[config.mk]
export PLATFORM = sky130hd
export DESIGN_NAME = nslice_top
export DESIGN_NICKNAME = d
export VERILOG_FILES = /design/src/rtl/nslice_pkg.sv /design/src/rtl/nslice_weights.sv /design/src/rtl/nslice_ctrl.sv /design/src/rtl/nslice_cell.sv /design/src/rtl/nslice_top.sv
export SDC_FILE = /design/constraint.sdc
export NUM_CORES = 1
export LEC_CHECK = 0
export CAP_MARGIN = 10
export CORE_ASPECT_RATIO = 0.75
export CORE_MARGIN = 4
export CORE_UTILIZATION = 40
export CTS_BUF_LIST = sky130_fd_sc_hd__clkbuf_8 sky130_fd_sc_hd__clkbuf_16
export CTS_CLUSTER_DIAMETER = 30
export DETAILED_ROUTE_END_ITERATION = 7
export GPL_TIMING_DRIVEN = 0
export PLACE_DENSITY_LB_ADDON = 0.05
export SYNTH_ARGS = -nofsm -noshare
export SYNTH_HDL_FRONTEND = slang
export SYNTH_SLANG_ARGS = --single-unit
[constraint.sdc]
create_clock -name clk -period 4.9 [get_ports clk]
set_input_delay 0.735 -clock clk [delete_from_list [all_inputs] [get_ports clk]]
set_output_delay 0.735 -clock clk [all_outputs]
set_load 0.1 [all_outputs]
[src/rtl/nslice_pkg.sv]
package nslice_pkg;
  typedef enum logic {
    CTL_IDLE  = 1'b0,
    CTL_SHIFT = 1'b1
  } ctl_state_e;
endpackage

[src/rtl/nslice_weights.sv]
// Weight and threshold storage; one read port selects one weight bit per neuron.
module nslice_weights #(
  parameter int NRN = 8,
  parameter int WW  = 16,
  parameter int NIN = 8,
  localparam int NW = $clog2(NRN),
  localparam int IW = $clog2(NIN + 1),
  localparam int IA = $clog2(NIN),
  localparam int BW = $clog2(WW)
) (
  input  logic                    clk,
  input  logic                    wr_en,
  input  logic [NW-1:0]           wr_neuron,
  input  logic [IW-1:0]           wr_idx,
  input  logic [WW-1:0]           wr_data,
  input  logic [IW-1:0]           rd_input,
  input  logic [BW-1:0]           rd_bit,
  output logic [NRN-1:0]          wbit,
  output logic [NRN-1:0][WW-1:0]  thr
);
  localparam logic [IW-1:0] THR_SEL = IW'(NIN);

  logic [WW-1:0] wmem [NRN][NIN];
  logic [WW-1:0] tmem [NRN];

  for (genvar g = 0; g < NRN; g++) begin : g_nrn
    logic sel;
    assign sel = wr_en && (wr_neuron == NW'(g));

    // storage array: no reset, written before use
    always_ff @(posedge clk) begin
      if (sel && (wr_idx < THR_SEL)) begin
        wmem[g][wr_idx[IA-1:0]] <= wr_data;
      end
    end

    always_ff @(posedge clk) begin
      if (sel && (wr_idx == THR_SEL)) begin
        tmem[g] <= wr_data;
      end
    end

    always_comb begin
      wbit[g] = wmem[g][rd_input[IA-1:0]][rd_bit];
      thr[g]  = tmem[g];
    end
  end
endmodule

[src/rtl/nslice_ctrl.sv]
// Sequencer: input handshake, serial bit counter, input counter, done pulse.
module nslice_ctrl
  import nslice_pkg::*;
#(
  parameter int WW  = 16,
  parameter int NIN = 8,
  localparam int IW = $clog2(NIN + 1),
  localparam int BW = $clog2(WW)
) (
  input  logic          clk,
  input  logic          rst_n,
  input  logic          pat_start,
  input  logic          in_valid,
  input  logic          in_bit,
  output logic          in_ready,
  output logic          step,
  output logic          last_bit,
  output logic          commit,
  output logic          bit_val,
  output logic [BW-1:0] bit_idx,
  output logic [IW-1:0] inp_idx,
  output logic          done
);
  localparam logic [IW-1:0] CNT_FULL = IW'(NIN);
  localparam logic [IW-1:0] CNT_LAST = IW'(NIN - 1);
  localparam logic [BW-1:0] BIT_LAST = BW'(WW - 1);

  ctl_state_e    st_q, st_d;
  logic [BW-1:0] bix_q, bix_d;
  logic [IW-1:0] cnt_q, cnt_d;
  logic          bv_q, bv_d;
  logic          dn_q, dn_d;
  logic          accept;

  always_comb begin
    in_ready = (st_q == CTL_IDLE) && (cnt_q != CNT_FULL);
    accept   = in_valid && in_ready;
    step     = (st_q == CTL_SHIFT);
    last_bit = (bix_q == BIT_LAST);
    commit   = step && last_bit && (cnt_q == CNT_LAST);

    st_d  = st_q;
    bix_d = bix_q;
    cnt_d = cnt_q;
    bv_d  = bv_q;
    dn_d  = 1'b0;
    if (pat_start) begin
      st_d  = CTL_IDLE;
      bix_d = '0;
      cnt_d = '0;
    end else if (accept) begin
      st_d  = CTL_SHIFT;
      bix_d = '0;
      bv_d  = in_bit;
    end else if (step) begin
      bix_d = bix_q + 1'b1;
      if (last_bit) begin
        st_d  = CTL_IDLE;
        bix_d = '0;
        cnt_d = cnt_q + 1'b1;
        dn_d  = commit;
      end
    end
  end

  always_ff @(posedge clk or negedge rst_n) begin
    if (!rst_n) begin
      st_q  <= CTL_IDLE;
      bix_q <= '0;
      cnt_q <= '0;
      bv_q  <= 1'b0;
      dn_q  <= 1'b0;
    end else begin
      st_q  <= st_d;
      bix_q <= bix_d;
      cnt_q <= cnt_d;
      bv_q  <= bv_d;
      dn_q  <= dn_d;
    end
  end

  assign bit_val = bv_q;
  assign bit_idx = bix_q;
  assign inp_idx = cnt_q;
  assign done    = dn_q;
endmodule

[src/rtl/nslice_cell.sv]
// One neuron: serial adder into a rotating accumulator, sticky overflow, decision.
module nslice_cell #(
  parameter int WW = 16
) (
  input  logic          clk,
  input  logic          rst_n,
  input  logic          clr,
  input  logic          step,
  input  logic          last_bit,
  input  logic          commit,
  input  logic          in_bit,
  input  logic          wbit,
  input  logic [WW-1:0] thr,
  output logic          fire,
  output logic          ovf
);
  logic [WW-1:0] acc_q, acc_d;
  logic          cy_q, cy_d;
  logic          ovf_q, ovf_d;
  logic          fire_q, fire_d;
  logic          op_a, op_b, sum_b, cy_out;

  always_comb begin
    op_a   = acc_q[0];
    op_b   = in_bit & wbit;
    sum_b  = op_a ^ op_b ^ cy_q;
    cy_out = (op_a & op_b) | (op_a & cy_q) | (op_b & cy_q);

    acc_d  = acc_q;
    cy_d   = cy_q;
    ovf_d  = ovf_q;
    fire_d = fire_q;
    if (clr) begin
      acc_d  = '0;
      cy_d   = 1'b0;
      ovf_d  = 1'b0;
      fire_d = 1'b0;
    end else if (step) begin
      acc_d = {sum_b, acc_q[WW-1:1]};
      cy_d  = last_bit ? 1'b0 : cy_out;
      // carry into the sign bit differs from carry out: signed overflow
      if (last_bit && (cy_q ^ cy_out)) begin
        ovf_d = 1'b1;
      end
      if (commit) begin
        fire_d = ($signed(acc_d) >= $signed(thr));
      end
    end
  end

  always_ff @(posedge clk or negedge rst_n) begin
    if (!rst_n) begin
      acc_q  <= '0;
      cy_q   <= 1'b0;
      ovf_q  <= 1'b0;
      fire_q <= 1'b0;
    end else begin
      acc_q  <= acc_d;
      cy_q   <= cy_d;
      ovf_q  <= ovf_d;
      fire_q <= fire_d;
    end
  end

  assign fire = fire_q;
  assign ovf  = ovf_q;
endmodule

[src/rtl/nslice_top.sv]
module nslice_top #(
  parameter int NRN = 8,
  parameter int WW  = 16,
  parameter int NIN = 8,
  localparam int NW = $clog2(NRN),
  localparam int IW = $clog2(NIN + 1),
  localparam int BW = $clog2(WW)
) (
  input  logic           clk,
  input  logic           rst_n,
  input  logic           wr_en,
  input  logic [NW-1:0]  wr_neuron,
  input  logic [IW-1:0]  wr_idx,
  input  logic [WW-1:0]  wr_data,
  input  logic           pat_start,
  input  logic           in_valid,
  input  logic           in_bit,
  output logic           in_ready,
  output logic           done,
  output logic [NRN-1:0] fire,
  output logic [NRN-1:0] ovf
);
  logic                   step, last_bit, commit, bit_val;
  logic [BW-1:0]          bit_idx;
  logic [IW-1:0]          inp_idx;
  logic [NRN-1:0]         wbit;
  logic [NRN-1:0][WW-1:0] thr;

  nslice_ctrl #(.WW(WW), .NIN(NIN)) u_ctrl (
    .clk(clk), .rst_n(rst_n), .pat_start(pat_start),
    .in_valid(in_valid), .in_bit(in_bit), .in_ready(in_ready),
    .step(step), .last_bit(last_bit), .commit(commit), .bit_val(bit_val),
    .bit_idx(bit_idx), .inp_idx(inp_idx), .done(done)
  );

  nslice_weights #(.NRN(NRN), .WW(WW), .NIN(NIN)) u_wts (
    .clk(clk), .wr_en(wr_en), .wr_neuron(wr_neuron), .wr_idx(wr_idx),
    .wr_data(wr_data), .rd_input(inp_idx), .rd_bit(bit_idx),
    .wbit(wbit), .thr(thr)
  );

  for (genvar n = 0; n < NRN; n++) begin : g_cell
    nslice_cell #(.WW(WW)) u_cell (
      .clk(clk), .rst_n(rst_n), .clr(pat_start), .step(step),
      .last_bit(last_bit), .commit(commit), .in_bit(bit_val),
      .wbit(wbit[n]), .thr(thr[n]), .fire(fire[n]), .ovf(ovf[n])
    );
  end
endmodule

# Yosys cells after proc, flatten, opt, wreduce, memory -nomap -nowiden
# Memories as Yosys holds them, arrays and structs flattened.
# Index checks and enable logic that the tools add are counted.
# word_totals
ff_bits	163
mem_bits_rw	1152
out_inout_bits	18
elab_cells	437
n_memories	2
# mem_list
name	words	word_bits	read_ports	rd_clocked_by_memory_dff	write_ports	line	rtl
u_wts.wmem	8	128	8	0	1	nslice_weights.sv:23	logic [WW-1:0] wmem [NRN][NIN];
u_wts.tmem	8	16	8	0	1	nslice_weights.sv:24	logic [WW-1:0] tmem [NRN];
# classes
addsub	2
n_lt_le_gt_ge	13
n_eq_ne	12
muxes	220
bitwise_logic	76
reduce_logical	75
# op_table
op	n
two-way mux 128 bit	22
OR reduction 128 bit	7
two-way mux 16 bit	40
binary-select mux 16 bit (select 3 bit)	8
>= comparator 16 bit	8
two-way mux 1 bit	119
OR reduction 16 bit	7
demux 16 bit (select 3 bit)	1
two-way mux 3 bit	14
logical AND 1 bit	37
AND 1 bit	32
binary-select mux 1 bit (select 4 bit)	8
two-way mux 4 bit	8
bitwise XOR 1 bit	24
nonzero test 2 bit	11
AND reduction 2 bit	10
bitwise OR 1 bit	16
equality test 3 bit, second input constant	4
adder 4 x 1 -> 4 bit, second input constant	2
equality test 4 bit, second input constant	2
>= comparator 4 bit, second input constant	2
inverter 3 -> 4 bit	2
equality test 3 x 2 -> 1 bit, second input constant	2
less-than comparator 4 x 5 -> 1 bit, second input constant	1
other kinds (10)	11

# Logic depth before layout (Yosys ltp)
# Gate-level depths: netlist of the first run.
# logic_depth
word_depth	15
mapped_depth	20
ltp_nobuf	16

# Modules after synthesis
# Synthesis of the first run repeated with hierarchy kept, for this count alone.
# hier_totals
cells_unflattened	2753
hier_area_um2	53487.5
# modules_own_cells
module	instances	cells_each	area_each_um2	seq_area_each_um2
nslice_weights	1	1680	43066.3	34593.2
nslice_cell	8	127	1228.7	475.5
nslice_ctrl	1	57	591.8	275.3

# Worst setup path after synthesis of the first run
# OpenSTA, ideal clock, no wires.
# synth_path
kind	reg-to-reg
startpoint	reg u_ctrl.cnt_q[0] (netlist: u_ctrl.inp_idx[0])
endpoint	reg u_ctrl.bv_q (netlist: u_ctrl.bit_val)
setup_ns	0.125
arrival_time_ns	4.061
setup_slack_ns	0.714
path_stages_with_launch	13
n_path_buf	6
synth_period_minus_slack_ns	4.186
path_cell_list	dfrtp_1 -> buf_6 -> buf_6 -> buf_6 -> buf_4 -> buf_6 -> buf_4 -> inv_1 -> ha_1 -> a31oi_1 -> nand2_1 -> nor2_1 -> mux2_2
# synth_between
elab_chain_len	4
# synth_rtl
element	line	rtl
from (decl)	nslice_ctrl.sv:30	logic [IW-1:0] cnt_q, cnt_d;
from (signal assigned)	nslice_ctrl.sv:76	cnt_q <= cnt_d;
inequality test 4 bit	nslice_ctrl.sv:36	in_ready = (st_q == CTL_IDLE) && (cnt_q != CNT_FULL);
logical AND 1 bit	nslice_ctrl.sv:36	
net in_ready	nslice_top.sv:18	output logic in_ready,
logical AND 1 bit	nslice_ctrl.sv:37	accept = in_valid && in_ready;
AND reduction 2 bit (no source line)	-	
to (signal assigned)	nslice_ctrl.sv:77	bv_q <= bv_d;
to (decl)	nslice_ctrl.sv:31	logic bv_q, bv_d;
# The timed path passes the listed nets, and every way through them passes these cells.
# A chain may end at the register's enable or synchronous reset.

# Final worst setup path of the first run
# layout_path
startpoint	reg u_ctrl.cnt_q[0] (netlist: u_ctrl.inp_idx[0])
endpoint	reg g_cell[0].u_cell.fire_q
# layout_between
elab_chain_len	13
word_cells_on_any_way	17
# layout_rtl
element	line	rtl
inverter 3 -> 4 bit (not written as such)	nslice_weights.sv:44	wbit[g] = wmem[g][rd_input[IA-1:0]][rd_bit];
binary-select mux 16 bit (select 3 bit)	nslice_weights.sv:44	
two-way mux 16 bit (not written as such) (2 in a row)	nslice_weights.sv:44	
binary-select mux 1 bit (select 4 bit)	nslice_weights.sv:44	
two-way mux 1 bit (not written as such)	nslice_weights.sv:44	
AND 1 bit	nslice_cell.sv:25	op_b = in_bit & wbit;
bitwise XOR 1 bit (2 in a row)	nslice_cell.sv:26	sum_b = op_a ^ op_b ^ cy_q;
>= comparator 16 bit	nslice_cell.sv:46	fire_d = ($signed(acc_d) >= $signed(thr));
two-way mux 1 bit	nslice_cell.sv:45	if (commit) begin
two-way mux 1 bit	nslice_cell.sv:38	end else if (step) begin
two-way mux 1 bit	nslice_cell.sv:33	if (clr) begin
to (signal assigned)	nslice_cell.sv:61	fire_q <= fire_d;
to (decl)	nslice_cell.sv:20	logic fire_q, fire_d;
# Parallel ways exist; a longest one is shown, timed or not. The select of a mux whose other input is x is not followed.

==> results of run 1 <==
[placed cells by master (no fill, tap or decap), drive strengths merged, types with 8 or more instances in the layout]
cell	synthesis	final
clkbuf	77	315
nand2	104	104
o22ai	32	32
a221oi	8	8
nor2	242	242
buf	86	242
o211ai	12	12
edfxtp	1152	1152
clkinv	0	84
nor2b	15	15
a21oi	95	95
o21ai	25	25
fa	8	8
a21o	46	46
a211oi	15	15
clkdlybuf4s50	0	23
and2	13	13
a2111oi	10	10
a22oi	56	56
nand2b	14	14
bufinv	0	44
ha	131	131
nand4	38	38
nor3	9	9
mux4	170	170
dfrtp	163	163
nand3	74	74
a311oi	9	9
clkinvlp	0	35
mux2i	324	324
xnor2	12	12
inv	164	212
[cell type report]
type                       instances  area (um2)  share of cell area
clock inverter                   211        2380              0.0347
inverter                         164         619             0.00904
multi-input combinational       1513       14700               0.215
buffer                           159        1480              0.0216
antenna                            6        15.0            0.000219
sequential                      1315       38700               0.565
tap                             1770        2210              0.0323
timing repair buffer             179        2340              0.0341
clock buffer                     244        6060              0.0885
[metal layers]
layer | vias to the layer above | part of all wire | track usage
li1 | 13200 | - | -
met1 | 16500 | 0.46 | 0.381
met2 | 1463 | 0.42 | 0.341
met3 | 308 | 0.099 | 0.0716
met4 | 2 | 0.026 | 0.0768
met5 | - | 0.000074 | 0
[registers in the layout, indices dropped and copies added (netlist names)]
name and cells:
g_cell.u_cell.acc_q 128, g_cell.u_cell.cy_q 8, g_cell.u_cell.fire 8, g_cell.u_cell.ovf 8, u_ctrl.bit_idx 4, u_ctrl.bit_val 1, u_ctrl.done 1, u_ctrl.inp_idx 4
u_ctrl.step 1, u_wts.tmem 128, u_wts.wmem 1024
[worst max-delay path: stages, from the launching register on]
cell and delay (ns):
dfrtp_2 0.49, buf_12 0.19, buf_16 0.16, buf_4 0.16, clkbuf_16 0.16, buf_4 0.13, mux4_2 0.33, nand2_1 0.10
a311oi_1 0.44, a21oi_1 0.16, o211ai_1 0.31, nand3_1 0.31, fa_1 0.76, inv_1 0.09, ha_1 0.32, nand2_1 0.07
o221ai_1 0.17, a21oi_1 0.07, a221o_1 0.26
[path summary, 6_finish.rpt]
path,start,cells after the start,end
setup / recovery,u_ctrl.inp_idx[0],18,g_cell[0].u_cell.fire
hold / removal,wr_data[11],1,u_wts.tmem[1][59]
setup reg to reg,u_ctrl.inp_idx[0],18,g_cell[0].u_cell.fire
hold reg to reg,g_cell[6].u_cell.ovf,2,g_cell[6].u_cell.ovf
max in group asynchronous,rst_n,3,g_cell[7].u_cell.acc_q[0]
min in group asynchronous,rst_n,2,g_cell[6].u_cell.acc_q[8]
[what timing repair did]
action	in CTS	in global routing
gates resized for setup	190	139
pin swaps	14	28
hold endpoints to repair	61	0
buffers inserted	3	69
endpoints found under the setup margin	31	7
hold buffers	1	0
gates cloned	0	3
[report_power, final]
| part | switching (mW) | internal [mW] | total (mW) |
|---|---|---|---|
| registers | 0.0252 | 12.3 | 12.3 |
| clock network | 5.80 | 11.3 | 17.1 |
| logic | 0.623 | 0.214 | 0.837 |
| total | 6.44 | 23.8 | 30.2 |
[cells by family after synthesis]
kind of cell | count (synthesis) | share of synthesized area
XOR/XNOR | 12 | 0.00195
flip-flops | 1315 | 0.719
AO/OA/AOI/OAI | 329 | 0.0407
multiplexers | 499 | 0.132
buffers and inverters | 327 | 0.0282
adder cells (fa/ha/maj) | 139 | 0.0334
AND/OR/NAND/NOR | 534 | 0.0444
[through the flow]
step                      hold WS [ns]  instances  setup WS (ns)  instance area [um2]  power [mW]
after floorplan                  0.439       3155          0.714                53800        12.8
after global placement           0.492       4966          -4.58                56400        13.3
after detailed placement         0.496       5028          -2.03                58200        13.3
after CTS                       0.0877       5485         -0.108                67200        30.4
after global routing             0.114       5558        -0.0138                68500        31.0
final                            0.149       5561         0.0663                68500        30.2
==> flow_summary.json, run 1 <==
{
  "status": "completed",
  "cts_buffers": 237,
  "hold_viol_final": 0,
  "fmax_mhz": 207,
  "io_pins": 47,
  "clock-sinks": 1315,
  "layout-area-overhead-vs-synth_pct": 27.3,
  "clockBufferDepth": 3,
  "fin_crit_sh": 0.986,
  "crit_fanout": 7,
  "rsz0062_at_grt": "yes",
  "dpl.hpwl_mm": 114,
  "rows": 116,
  "yosys.area.top_type_share": 0.643,
  "core_um2": 134000,
  "fin_nets": 3737,
  "syn-num-nets": 3323,
  "grt_max_degree": 103,
  "drc": 0,
  "syn_avg_cell_area_um2": 17.1,
  "hp-class": "primary input to flip-flop",
  "die_h_um": 326,
  "htree_levels": 4,
  "synthCells": 3155,
  "synth_most_common_cell": "edfxtp_1",
  "yosysUniqueCellTypes": 54,
  "worst_pin_slew_ns": 1.16,
  "gp_congestion": 0.835,
  "drt-initial-drc-count": 4055,
  "dieArea_um2": 140000,
  "powerDensity_nw_per_um2": 441,
  "critPathKind": "flip-flop to flip-flop",
  "cp_data_arrival_time_ns": 5.54,
  "fin_setup_tns_ns": 0,
  "setup_violations": 0,
  "yosysTopAreaCell": "edfxtp_1",
  "cts.clk_slew.worst_paths_ns": 0.05,
  "numPortBuffers": 41,
  "firstDrtPassIters": 5,
  "grt_pass1_vias": 31100,
  "cts-root-buf": "clkbuf_16",
  "antenna_left": 0,
  "ys_warn_count": 0,
  "r2r_slack_ns": 0.07,
  "wl_per_cell_um": 31.8,
  "syn_area_um2": 53800,
  "grt_use_total": 0.249,
  "grt_overflow_total": 0,
  "synth-seq-cells": 1315,
  "end_kind": "flip-flop",
  "start_kind": "flip-flop",
  "cap_violations": 0,
  "post-route-util": 0.513,
  "grt_pass1_wl_mm": 244,
  "worstPathRequired_ns": 5.60,
  "drv_slew": 0,
  "clk_latency_ns": 0.83,
  "synth_edf_count": 1152,
  "irDropWorstVdd_mv": 0.427,
  "seq_area_frac_synth": 0.719,
  "skew_ns": 0.0222,
  "drive_above_1_share": 0.264,
  "n_fill_cell": 10900,
  "power_leakage_nw": 24.3,
  "route.final.wire_length_mm": 177,
  "dr_total_vias": 31500,
  "synth.area.top_cells": "edfxtp_1 64%, dfrtp_1 7.6%, mux4_2 7.1%, mux2i_1 6.0%, ha_1 3.0%",
  "max_slew_margin": 0.230,
  "initial_utilization": 0.403,
  "synthFlopType": "edfxtp_1",
  "period_minus_slack_ns": 4.83,
  "netlist_top_cells_count": "1152 x edfxtp_1, 324 x mux2i_1, 242 x nor2_1",
  "via_per_inst": 5.67,
  "antenna_found_initial": 17,
  "die_w_um": 431,
  "cts_tree": "yes",
  "async_reset_ff_frac": 0.124
}
Power figures use the tool's default switching activity.
==> run 2, diff against run 1 <==
--- a/config.mk
+++ b/config.mk
@@ -10,7 +10,7 @@
 export CORE_MARGIN = 4
 export CORE_UTILIZATION = 40
 export CTS_BUF_LIST = sky130_fd_sc_hd__clkbuf_8 sky130_fd_sc_hd__clkbuf_16
-export CTS_CLUSTER_DIAMETER = 30
+export CTS_CLUSTER_DIAMETER = 60
 export DETAILED_ROUTE_END_ITERATION = 7
 export GPL_TIMING_DRIVEN = 0
 export PLACE_DENSITY_LB_ADDON = 0.05
==> flow_summary.json, run 2 (same netlist as run 1, synthesis figures left out) <==
{
  "cpPeakStageDelay_ns": 0.82,
  "mostFrequentLayoutCell": "edfxtp_1",
  "slowest_stage": "fa_1",
  "power_leakage_nw": 22.1,
  "drive_above_1_share": 0.206,
  "setup_violations": 0,
  "core_um2": 134000,
  "gp_congestion": 0.835,
  "cts-root-buf": "clkbuf_16",
  "period_minus_slack_ns": 4.82,
  "worstPathRequired_ns": 5.56,
  "clockBufferDepth": 3,
  "dpl.hpwl_mm": 114,
  "numPortBuffers": 41,
  "end_kind": "flip-flop",
  "drv_slew": 0,
  "dr_total_vias": 30500,
  "grt_overflow_total": 0,
  "rows": 116,
  "most-common-layout-cells": "1152 x edfxtp_1, 315 x mux2i_1, 203 x inv_1",
  "fin_ws_ns": 0.0826,
  "skew_ns": 0.0279,
  "cts_buffers": 141,
  "firstDrtPassIters": 5,
  "die_h_um": 326,
  "largest_reg_flops": 1024,
  "critPathKind": "flip-flop to flip-flop",
  "via_per_inst": 5.74,
  "cts.clk_slew.worst_paths_ns": 0.06,
  "irDropWorstVdd_mv": 0.319,
  "antenna_found_initial": 21,
  "htree_levels": 4,
  "dieArea_um2": 140000,
  "cp_data_arrival_time_ns": 5.48,
  "clk_latency_ns": 0.77,
  "die_w_um": 431,
  "rsz0062_at_grt": "yes",
  "initial_utilization": 0.403,
  "crit_fanout": 10,
  "fmax_mhz": 208,
  "start_kind": "flip-flop",
  "fin_nets": 3597,
  "drt-initial-drc-count": 4267,
  "post-route-util": 0.478,
  "max_slew_margin": 0.231,
  "grt_use_total": 0.246,
  "status": "completed",
  "io_pins": 47,
  "layout-area-overhead-vs-synth_pct": 18.7,
  "clock-sinks": 1315,
  "grt_max_degree": 103,
  "cts_tree": "yes",
  "fin_crit_sh": 0.983,
  "drc": 0,
  "place_inst": 5028,
  "hp-class": "primary input to flip-flop",
  "antenna_left": 0,
  "place_ws_ns": -2.03,
  "worstPathCellList": "clkbuf_4 -> buf_4 -> buf_4 -> nand2_4 -> o22ai_1 -> a2111oi_1 -> nand4_1 -> o311ai_1 -> fa_1 -> inv_1 -> ha_1 -> nand4_1 -> or3_1 -> o211ai_1",
  "grt_pass1_vias": 30100,
  "powerDensity_nw_per_um2": 363,
  "cap_violations": 0,
  "whs_ns": 0.210,
  "fin_setup_tns_ns": 0,
  "grt_pass1_wl_mm": 240,
  "hold_viol_final": 0,
  "final_cells": 5322,
  "worst_pin_slew_ns": 1.15,
  "route.final.wire_length_mm": 173,
  "wl_per_cell_um": 32.6
}
==> run 2: changes by cell type in the layout (fill, tap and decap cells not counted), moves of 8 or more <==
| cell | change |
|---|---|
| clkbuf_16 | -92 |
| clkinv_1 | +8 |
| clkinv_2 | -17 |
| clkinv_4 | -13 |
| bufinv_16 | -42 |
| clkinvlp_4 | -33 |
| inv_6 | -9 |
| buf_4 | -44 |
| inv_1 | +11 |
==> run 2: final timing paths <==
kind / slack, ns / cells past startpoint / endpoint / from
min reg2reg: 0.52 / 2 / g_cell[6].u_cell.ovf / g_cell[6].u_cell.ovf
min: 0.21 / 1 / u_wts.tmem[1][59] / wr_data[11]
min in group asynchronous: 0.53 / 2 / g_cell[6].u_cell.acc_q[8] / rst_n
max reg2reg: 0.08 / 14 / g_cell[6].u_cell.fire / u_ctrl.inp_idx[2]
max: 0.08 / 14 / g_cell[6].u_cell.fire / u_ctrl.inp_idx[2]
max in group asynchronous: 3.37 / 3 / g_cell[7].u_cell.acc_q[9] / rst_n
==> run 2: worst max-delay path, delay by kind of cell (launching register included) <==
| family | cells | cell delay, ns |
|---|---|---|
| AO/OA/AOI/OAI | 4 | 1.38 |
| AND/OR/NAND/NOR | 4 | 0.85 |
| flip-flops | 1 | 0.40 |
| adder cells (fa/ha/maj) | 2 | 1.13 |
| buffers and inverters | 4 | 0.92 |
==> run 2: area by class of cell <==
| class | instances | area (um2) |
|---|---|---|
| tap | 1770 | 2210 |
| clock buffer | 155 | 3820 |
| inverter | 164 | 619 |
| sequential | 1315 | 38700 |
| antenna | 5 | 12.5 |
| clock inverter | 106 | 520 |
| buffer | 159 | 1440 |
| timing repair buffer | 135 | 1970 |
| fill | 11300 | 69700 |
| multi-input combinational | 1513 | 14600 |
==> run 2: routing by layer <==
metal / share of wire / wire (um) / vias up / track usage
met5: 0.00012 / 20 / - / 0
met4: 0.029 / 5070 / 4 / 0.0726
met3: 0.10 / 17300 / 301 / 0.0662
met2: 0.41 / 70500 / 1350 / 0.334
met1: 0.46 / 80500 / 16000 / 0.384
li1: - / - / 12800 / -
==> run 2: where the power goes <==
| part | switching [mW] | leakage (nW) | internal [mW] |
|---|---|---|---|
| Clock | 4.40 | 2.29 | 5.68 |
| Sequential | 0.0252 | 12.6 | 12.2 |
| Combinational | 0.614 | 7.21 | 0.207 |
| Total | 5.04 | 22.1 | 18.1 |
==> run 2: repair_timing <==
action / in CTS / in global routing
cloned: 0 / 1
hold buffers: 1 / 0
setup endpoints to repair: 31 / 7
endpoints found under the hold margin: 61 / 0
setup buffers: 3 / 27
resized for setup: 185 / 112
pin swaps: 14 / 21
==> run 2: through the flow <==
stage               cell area [um2]  power (mW)
floorplan                     53800        12.8
global placement              56400        13.3
detailed placement            58200        13.3
CTS                           63100        23.3
global route                  63900        23.9
finish                        63900        23.2
